[config.mk]
export PLATFORM = sky130hd
export DESIGN_NAME = regtag_scoreboard
export DESIGN_NICKNAME = d
export VERILOG_FILES = /design/src/rtl/regtag_pkg.sv /design/src/rtl/regtag_dec.sv /design/src/rtl/regtag_entry.sv /design/src/rtl/regtag_opsel.sv /design/src/rtl/regtag_scoreboard.sv
export SDC_FILE = /design/constraint.sdc
export NUM_CORES = 1
export LEC_CHECK = 0
export BUFFER_PORTS_ARGS = -buffer_cell sky130_fd_sc_hd__clkbuf_2
export CORE_MARGIN = 4
export CORE_UTILIZATION = 50
export CTS_BUF_LIST = sky130_fd_sc_hd__clkbuf_2 sky130_fd_sc_hd__clkbuf_4 sky130_fd_sc_hd__clkbuf_8
export DETAILED_ROUTE_END_ITERATION = 8
export GPL_TIMING_DRIVEN = 0
export PLACE_DENSITY = 0.75
export REMOVE_ABC_BUFFERS = 1
export SLEW_MARGIN = 20
export SYNTH_ARGS = -nofsm -noshare
export SYNTH_HDL_FRONTEND = slang
export SYNTH_SLANG_ARGS = --single-unit
[constraint.sdc]
create_clock -name clk -period 4.5 [get_ports clk]
set_clock_uncertainty 0.2 [all_clocks]
set_input_delay 0.9 -clock clk [delete_from_list [all_inputs] [get_ports clk]]
set_output_delay 0.9 -clock clk [all_outputs]
set_load 0.1 [all_outputs]
[src/rtl/regtag_pkg.sv]
package regtag_pkg;
   typedef enum logic [1:0] {
      SK_NONE = 2'd0,
      SK_INT  = 2'd1,
      SK_LO   = 2'd2,
      SK_HI   = 2'd3
   } src_kind_e;
endpackage

[src/rtl/regtag_dec.sv]
module regtag_dec #(
   parameter int ADDR_W = 5,
   parameter int NREGS  = 32
) (
   input  logic              en,
   input  logic [ADDR_W-1:0] addr,
   output logic [NREGS-1:0]  hit
);
   for (genvar i = 0; i < NREGS; i++) begin : g_hit
      assign hit[i] = en && (addr == ADDR_W'(i));
   end
endmodule

[src/rtl/regtag_entry.sv]
module regtag_entry #(
   parameter int TAG_W = 4
) (
   input  logic             clk,
   input  logic             rst_n,
   input  logic             clr,
   input  logic             iss_hit,
   input  logic [TAG_W-1:0] iss_tag,
   input  logic             wb_hit,
   input  logic [TAG_W-1:0] wb_tag,
   output logic             valid,
   output logic [TAG_W-1:0] tag
);
   logic tag_match;
   assign tag_match = (wb_tag == tag);

   always_ff @(posedge clk or negedge rst_n) begin
      if (!rst_n) begin
         valid <= 1'b1;
         tag   <= '0;
      end else if (clr) begin
         valid <= 1'b1;
         tag   <= '0;
      end else if (iss_hit) begin
         valid <= 1'b0;
         tag   <= iss_tag;
      end else if (wb_hit && tag_match) begin
         valid <= 1'b1;
      end
   end
endmodule

[src/rtl/regtag_opsel.sv]
module regtag_opsel
   import regtag_pkg::*;
#(
   parameter int TAG_W     = 4,
   parameter int DATA_W    = 32,
   parameter bit HARD_ZERO = 1'b1
) (
   input  src_kind_e         kind,
   input  logic              addr_is_zero,
   input  logic              ent_valid,
   input  logic [TAG_W-1:0]  ent_tag,
   input  logic [DATA_W-1:0] rf_data,
   input  logic              bus_valid,
   input  logic [TAG_W-1:0]  bus_tag,
   input  logic [DATA_W-1:0] bus_lo,
   input  logic [DATA_W-1:0] bus_hi,
   input  logic              rob_valid,
   input  logic [DATA_W-1:0] rob_lo,
   input  logic [DATA_W-1:0] rob_hi,
   output logic              op_valid,
   output logic [TAG_W-1:0]  op_tag,
   output logic [DATA_W-1:0] op_data
);
   logic zero_src;
   logic high_half;
   logic bus_hit;

   if (HARD_ZERO) begin : g_zero
      assign zero_src = (kind == SK_NONE) || ((kind == SK_INT) && addr_is_zero);
   end else begin : g_nozero
      assign zero_src = (kind == SK_NONE);
   end

   assign high_half = (kind == SK_HI);
   assign bus_hit   = bus_valid && (bus_tag == ent_tag);

   always_comb begin
      if (zero_src) begin
         op_valid = 1'b1;
         op_tag   = '0;
         op_data  = '0;
      end else if (ent_valid) begin
         op_valid = 1'b1;
         op_tag   = ent_tag;
         op_data  = rf_data;
      end else if (bus_hit) begin
         op_valid = 1'b1;
         op_tag   = ent_tag;
         op_data  = high_half ? bus_hi : bus_lo;
      end else begin
         op_valid = rob_valid;
         op_tag   = ent_tag;
         op_data  = high_half ? rob_hi : rob_lo;
      end
   end
endmodule

[src/rtl/regtag_scoreboard.sv]
module regtag_scoreboard
   import regtag_pkg::*;
#(
   parameter int ADDR_W    = 5,
   parameter int TAG_W     = 4,
   parameter int DATA_W    = 32,
   parameter bit HARD_ZERO = 1'b1
) (
   input  logic              clk,
   input  logic              rst_n,
   input  logic              clr,
   input  logic              iss_en,
   input  logic [ADDR_W-1:0] iss_addr,
   input  logic [TAG_W-1:0]  iss_tag,
   input  logic              wb_en,
   input  logic [ADDR_W-1:0] wb_addr,
   input  logic [TAG_W-1:0]  wb_tag,
   input  logic [1:0]        src_kind,
   input  logic [ADDR_W-1:0] src_addr,
   input  logic [DATA_W-1:0] rf_data,
   input  logic              bus_valid,
   input  logic [TAG_W-1:0]  bus_tag,
   input  logic [DATA_W-1:0] bus_lo,
   input  logic [DATA_W-1:0] bus_hi,
   output logic [TAG_W-1:0]  rob_idx,
   input  logic              rob_valid,
   input  logic [DATA_W-1:0] rob_lo,
   input  logic [DATA_W-1:0] rob_hi,
   output logic              op_valid,
   output logic [TAG_W-1:0]  op_tag,
   output logic [DATA_W-1:0] op_data
);
   localparam int NREGS = 1 << ADDR_W;

   if (ADDR_W < 1 || ADDR_W > 10) begin : g_bad_addr
      $error("regtag_scoreboard: ADDR_W out of range");
   end
   if (TAG_W < 1) begin : g_bad_tag
      $error("regtag_scoreboard: TAG_W must be positive");
   end
   if (DATA_W < 1) begin : g_bad_data
      $error("regtag_scoreboard: DATA_W must be positive");
   end

   logic [NREGS-1:0]            iss_hit;
   logic [NREGS-1:0]            wb_hit;
   logic [NREGS-1:0]            ent_valid;
   logic [NREGS-1:0][TAG_W-1:0] ent_tag;
   logic                        sel_valid;
   logic [TAG_W-1:0]            sel_tag;
   src_kind_e                   kind;

   assign kind = src_kind_e'(src_kind);

   regtag_dec #(.ADDR_W(ADDR_W), .NREGS(NREGS)) u_iss_dec (
      .en(iss_en), .addr(iss_addr), .hit(iss_hit)
   );
   regtag_dec #(.ADDR_W(ADDR_W), .NREGS(NREGS)) u_wb_dec (
      .en(wb_en), .addr(wb_addr), .hit(wb_hit)
   );

   for (genvar i = 0; i < NREGS; i++) begin : g_ent
      regtag_entry #(.TAG_W(TAG_W)) u_ent (
         .clk     (clk),
         .rst_n   (rst_n),
         .clr     (clr),
         .iss_hit (iss_hit[i]),
         .iss_tag (iss_tag),
         .wb_hit  (wb_hit[i]),
         .wb_tag  (wb_tag),
         .valid   (ent_valid[i]),
         .tag     (ent_tag[i])
      );
   end

   assign sel_valid = ent_valid[src_addr];
   assign sel_tag   = ent_tag[src_addr];
   assign rob_idx   = sel_tag;

   regtag_opsel #(.TAG_W(TAG_W), .DATA_W(DATA_W), .HARD_ZERO(HARD_ZERO)) u_opsel (
      .kind         (kind),
      .addr_is_zero (src_addr == '0),
      .ent_valid    (sel_valid),
      .ent_tag      (sel_tag),
      .rf_data      (rf_data),
      .bus_valid    (bus_valid),
      .bus_tag      (bus_tag),
      .bus_lo       (bus_lo),
      .bus_hi       (bus_hi),
      .rob_valid    (rob_valid),
      .rob_lo       (rob_lo),
      .rob_hi       (rob_hi),
      .op_valid     (op_valid),
      .op_tag       (op_tag),
      .op_data      (op_data)
   );
endmodule

# Yosys cells after proc, flatten, opt, wreduce, memory -nomap -nowiden
# Index checks and enable logic that the tools add are counted.
dict set report totals {
  reg_bits 160
  latch_bits 0
  ram_bits 0
  romBits 0
  in_bits 196
  out_inout_bits 41
  elab_cells 502
  mem_count 0
}
dict set report classes {
  add_sub_neg 0
  mul 0
  n_div 0
  order_cmp 1
  n_eq_ne 97
  n_shift 0
  muxes 173
  n_bitwise 0
  n_reduce_logical 167
}
# cell n
set op_table {}
lappend op_table {{4-bit 2-to-1 mux} 66}
lappend op_table {{5-bit == test, second input constant} 32}
lappend op_table {{32-bit 2-to-1 mux} 5}
lappend op_table {{4-bit == test} 33}
lappend op_table {{1-bit 2-to-1 mux} 100}
lappend op_table {{1-bit logical AND} 98}
lappend op_table {{3-bit nonzero test} 32}
lappend op_table {{5-bit by 4-bit == test with 1-bit output, second input constant} 16}
lappend op_table {{2-bit nonzero test} 32}
lappend op_table {{5-bit by 3-bit == test with 1-bit output, second input constant} 8}
lappend op_table {{4-bit binary-select mux with 5-bit select} 1}
lappend op_table {{5-bit by 2-bit == test with 1-bit output, second input constant} 4}
lappend op_table {{5-bit zero test} 3}
lappend op_table {{5-bit by 1-bit == test with 1-bit output, second input constant} 2}
lappend op_table {{5-bit by 6-bit less-than comparator with 1-bit output, second input constant} 1}
lappend op_table {{1-bit binary-select mux with 5-bit select} 1}
lappend op_table {{2-bit by 1-bit == test with 1-bit output, second input constant} 1}
lappend op_table {{2-bit == test, second input constant} 1}
lappend op_table {{2-bit zero test} 1}
lappend op_table {{1-bit logical OR} 1}

# Longest topological paths before layout
dict set report depth {
  word_depth 7
  mapped_depth 12
  mapped_depth_nobuf 7
}

# Cells and area by module
# Synthesis repeated with hierarchy kept, for this count alone.
dict set report hier_totals {
  hier_cells 1243
  hier_area_um2 13048.8
}
# module instances cells_per_inst area_each_um2 seq_area_each_um2
set by_module_without_submodules {}
lappend by_module_without_submodules {regtag_entry 32 26 285.3 126.4}
lappend by_module_without_submodules {regtag_opsel 1 248 2193.4 0.0}
lappend by_module_without_submodules {regtag_scoreboard 1 69 1258.7 0.0}
lappend by_module_without_submodules {regtag_dec 2 47 234.0 0.0}

# Worst setup path before layout
# No wires, ideal clock.
dict set report synth_path {
  path_type {input to output}
  start {input src_addr[1]}
  end {output op_tag[0]}
  arrival_time_ns 4.183
  required_ns 3.400
  path_slack_ns -0.783
  stages 9
  n_path_buf 5
  path_cell_list {buf_4 > buf_6 > clkbuf_1 > nor3_1 > nand2_1 > a21oi_1 > buf_2 > buf_4 > nor3_1}
}
dict set report synth_between {
  elab_chain_cells 4
  elab_cells_between_ends 6
  classes_between {mux: 3; reduce/logical: 3}
}
# element line
set synth_rtl {}
lappend synth_rtl {{from (decl)} regtag_scoreboard.sv:19} ;# input logic [ADDR_W-1:0] src_addr,
lappend synth_rtl {{branches (longest 3 deep; another with 4-bit binary-select mux with 5-bit select)} --}
lappend synth_rtl {{4-bit 2-to-1 mux *} regtag_opsel.sv:38} ;# if (zero_src) begin
lappend synth_rtl {{to (decl)} regtag_scoreboard.sv:30} ;# output logic [TAG_W-1:0] op_tag,
# Mark *: on every way between the ends. The select of a mux whose other input is x is not followed.

# Worst setup path in the final report
dict set report layout_path {
  start {input src_addr[0]}
  end {output op_data[27]}
}
dict set report layout_between {
  elab_chain_cells 7
  elab_cells_between_ends 12
  classes_between {eq/ne: 1; mux: 7; reduce/logical: 4}
}
# element line
set layout_rtl {}
lappend layout_rtl {{4-bit binary-select mux with 5-bit select} regtag_scoreboard.sv:77} ;# assign sel_tag = ent_tag[src_addr];
lappend layout_rtl {{4-bit 2-to-1 mux (implied by the code)} regtag_scoreboard.sv:77}
lappend layout_rtl {{4-bit == test} regtag_opsel.sv:35} ;# assign bus_hit = bus_valid && (bus_tag == ent_tag);
lappend layout_rtl {{1-bit logical AND} regtag_opsel.sv:35}
lappend layout_rtl {{32-bit 2-to-1 mux} regtag_opsel.sv:46} ;# end else if (bus_hit) begin
lappend layout_rtl {{32-bit 2-to-1 mux} regtag_opsel.sv:42} ;# end else if (ent_valid) begin
lappend layout_rtl {{32-bit 2-to-1 mux *} regtag_opsel.sv:38}
lappend layout_rtl {{to (decl)} regtag_scoreboard.sv:31} ;# output logic [DATA_W-1:0] op_data
# Every way passes the cells marked *; elsewhere a longest branch is shown, timed or not. The select of a mux whose other input is x is not followed.

==> run metrics <==
status=finished, violations left; violated checks=negative setup slack; Yosys cell types=62; Pins Over Slew Limit=0; Worst EP arrival=3.87 ns; Req. time, crit path=3.40 ns; reg2reg path depth=4; initial antenna violation count=1; Leakage=0.00692 uW; Period Utilization, post-route=110%; Power, Total=3820 uW; RSZ-0062 raised after global routing=true; grt ovf=0; slew margin rel.=27.7%; Clk Latency, worst-skew pair=0.48 ns; Starting DRT DRC Count=1355; Die X=161 microns; Max Fclk=201 MHz; worst r2r dst=g_ent[28].u_ent.valid; die area=25800 sq um; RD Place Congestion=0.862; pin count of the biggest net entering global routing=102; die height=161 microns; core footprint=22800 sq um; CTS tree=done; slowest CP cell=mux4_4; Worst Path Buf+Inv=4; Vias per Instance=6.48; first-pass GRT wire length=65.9 mm; synthesized area=11600 sq um; post-DP HPWL=25.7 mm; Routed Wire Length=43.7 mm; max-cap violations=0; CTS Sinks=160; layout cells sized above 1=32.8%; Hold WS=0.216 ns; H-tree Lvls=4; CP endpoint kind=output port; post-route ant nets=0; Max Root-Sink Buffers=2; Setup crit start kind=input pin; CP most frequent cell=clkbuf_16; Hold Crit Class=in2async; initial core utilization=51.1%; First-pass DRT Iterations=6; Slew @ Worst Pin=1.08 ns; CP Class=in2out; Seq cells post-synth=160; CP Cell Sequence=clkbuf_16, mux4_4, mux4_2, o32ai_4, xnor2_2, nor3_4, buf_12, buf_16, a2111oi_4, a211o_1, clkbuf_16; Wirelength per Cell=25.8 microns; Async SR Flop Fraction=100%; peak supply drop=0.270 mV; synthesized area per cell=9.91 sq um; Syn Inst Count=1175; Global Route Usage Sum=32.7%; Fin. Hold Viols=0; pre-CTS setup slack=-1.80 ns; drt drc=0; final setup fails=33; Main synth FF type=dfrtp_1; fillers=1648; sequential element share of the synthesized area=34.7%; CTS Buf Count=17; detailed-route via count=11000; crit path max fanout=9; number of global-route vias before repair=11300; FF-to-FF Start=g_ent[28].u_ent.tag[1]; commonest cells after routing, fill and taps aside=193 x clkbuf_2, 161 x mux2i_1, 128 x dfrtp_1; IO Count=237; reg-to-reg setup timing slack=2.98 ns; number of port buffers=236; slowest stage delay, CP=0.66 ns; Root Buffer=clkbuf_8; fin nets=1564; area grow syn2layout=31.4%; CP top delay family=multiplexers; number of flops mapped to enable cells by yosys=0; PwrDens=249 nW/um^2; Cell Rows=55; warnings from Yosys=0; most common cell after layout, fill and taps aside=clkbuf_2; worst setup margin=-0.472 ns; Tmin final=4.97 ns; CTS clock-pin slew for the worst setup and hold paths=0.09 ns
-- flip-flops by register name, summed over array words and instances (netlist names) --
register,flops
g_ent.u_ent.tag,128
g_ent.u_ent.valid,32
-- through the flow --
step / cell area, sq um / std cells / utilization, % / setup TNS (ns)
final: 15300 / 1696 / 67.2 / -13.19
after global placement: 12500 / 1608 / 55.1 / -207.01
after detailed placement: 12800 / 1616 / 56.2 / -49.24
after floorplan: 11000 / 1059 / - / -47.42
after global routing: 15300 / 1695 / 67.2 / -15.15
after CTS: 15100 / 1688 / 66.2 / -11.51
-- layout make-up --
| class | count | area (sq um) | area share (%) |
|---|---|---|---|
| Tap cell | 313 | 392 | 2.56 |
| Clock inverter | 15 | 233 | 1.52 |
| Clock buffer | 17 | 234 | 1.53 |
| Antenna cell | 2 | 5.00 | 0.0327 |
| Timing Repair Buffer | 284 | 2660 | 17.4 |
| Multi-Input combinational cell | 901 | 7730 | 50.5 |
| Sequential cell | 160 | 4040 | 26.4 |
| Inverter | 4 | 15.0 | 0.0981 |
-- routing by layer --
metal	share of wire (%)	wire length, microns	GRT usage, %
met5	0	0	0
met4	5.5	2410	17.0
met3	9.1	3980	7.78
met2	49	21300	54.9
met1	37	16100	39.1
-- logic make-up (layout without fill, tap and decap cells) --
| group | after synthesis | count (layout) | synth area share, % |
|---|---|---|---|
| muxes | 200 | 203 | 21.3 |
| buffers and inverters | 120 | 320 | 5.94 |
| xor gates and xnor gates | 129 | 129 | 9.70 |
| AOI/OAI and AO/OA | 200 | 201 | 13.2 |
| other | 0 | 2 | 0 |
| DFF | 160 | 160 | 34.7 |
| and+or+nand+nor | 366 | 368 | 15.1 |
-- cells in the mapped netlist, types with 2 or more instances --
library cell | n | area [sq um]
o22ai_1 | 2 | 12.5
o21ai_0 | 5 | 25.0
mux2_2 | 4 | 45.0
a2111oi_1 | 15 | 150
xor2_1 | 81 | 709
nor3_1 | 55 | 275
o221a_2 | 2 | 22.5
xnor2_1 | 48 | 420
buf_6 | 10 | 113
a21oi_1 | 47 | 235
buf_2 | 7 | 35.0
nand3_1 | 47 | 235
and2_1 | 4 | 25.0
clkbuf_1 | 73 | 274
dfstp_2 | 32 | 841
buf_4 | 2 | 15.0
buf_1 | 10 | 37.5
a211o_1 | 32 | 280
mux4_4 | 3 | 75.1
nand2_1 | 68 | 255
nand3b_1 | 3 | 22.5
nor3b_1 | 3 | 22.5
mux4_1 | 7 | 184
dfrtp_1 | 128 | 3200
inv_1 | 4 | 15.0
mux4_2 | 25 | 563
buf_12 | 6 | 120
o21bai_1 | 17 | 128
nor2_1 | 105 | 394
a41o_1 | 15 | 150
nor4_1 | 18 | 113
a2111oi_0 | 17 | 149
nand4_1 | 5 | 31.3
mux2i_1 | 161 | 1610
a22o_1 | 4 | 35.0
and3_1 | 35 | 219
nand2b_1 | 4 | 25.0
a21o_1 | 16 | 120
dlygate4sd3_1 | 3 | 30.0
dlygate4sd1_1 | 3 | 26.3
nor2b_1 | 9 | 56.3
o221ai_1 | 4 | 35.0
a31oi_1 | 17 | 106
-- power by group --
part | total, uW | internal [uW] | switching, uW | leakage (uW)
combinational | 1080 | 406 | 679 | 0.00457
sequential | 1460 | 1450 | 10.8 | 0.00212
clock | 1270 | 669 | 601 | 0.000225
total | 3820 | 2530 | 1290 | 0.00692
-- worst max path at each step --
stage | startpoint | to | slack (ns) | cells after the start
final | src_addr[0] | op_data[27] | -0.47 | 11
after global placement | src_addr[0] | op_data[27] | -4.73 | 7
after global routing | src_addr[0] | op_data[27] | -0.53 | 11
after detailed placement | src_addr[0] | op_data[27] | -1.80 | 11
after floorplan | src_addr[2] | op_tag[3] | -1.94 | 4
after CTS | src_addr[0] | op_data[27] | -0.47 | 12
-- timing repair --
item / CTS / global route
pin swaps: 56 / 35
setup buffers: 29 / 6
setup endpoints to repair: 35 / 33
hold buffers: 0 / 0
gates resized for setup: 221 / 21
cloned: 11 / 3
(Power assumes the default switching activity.)
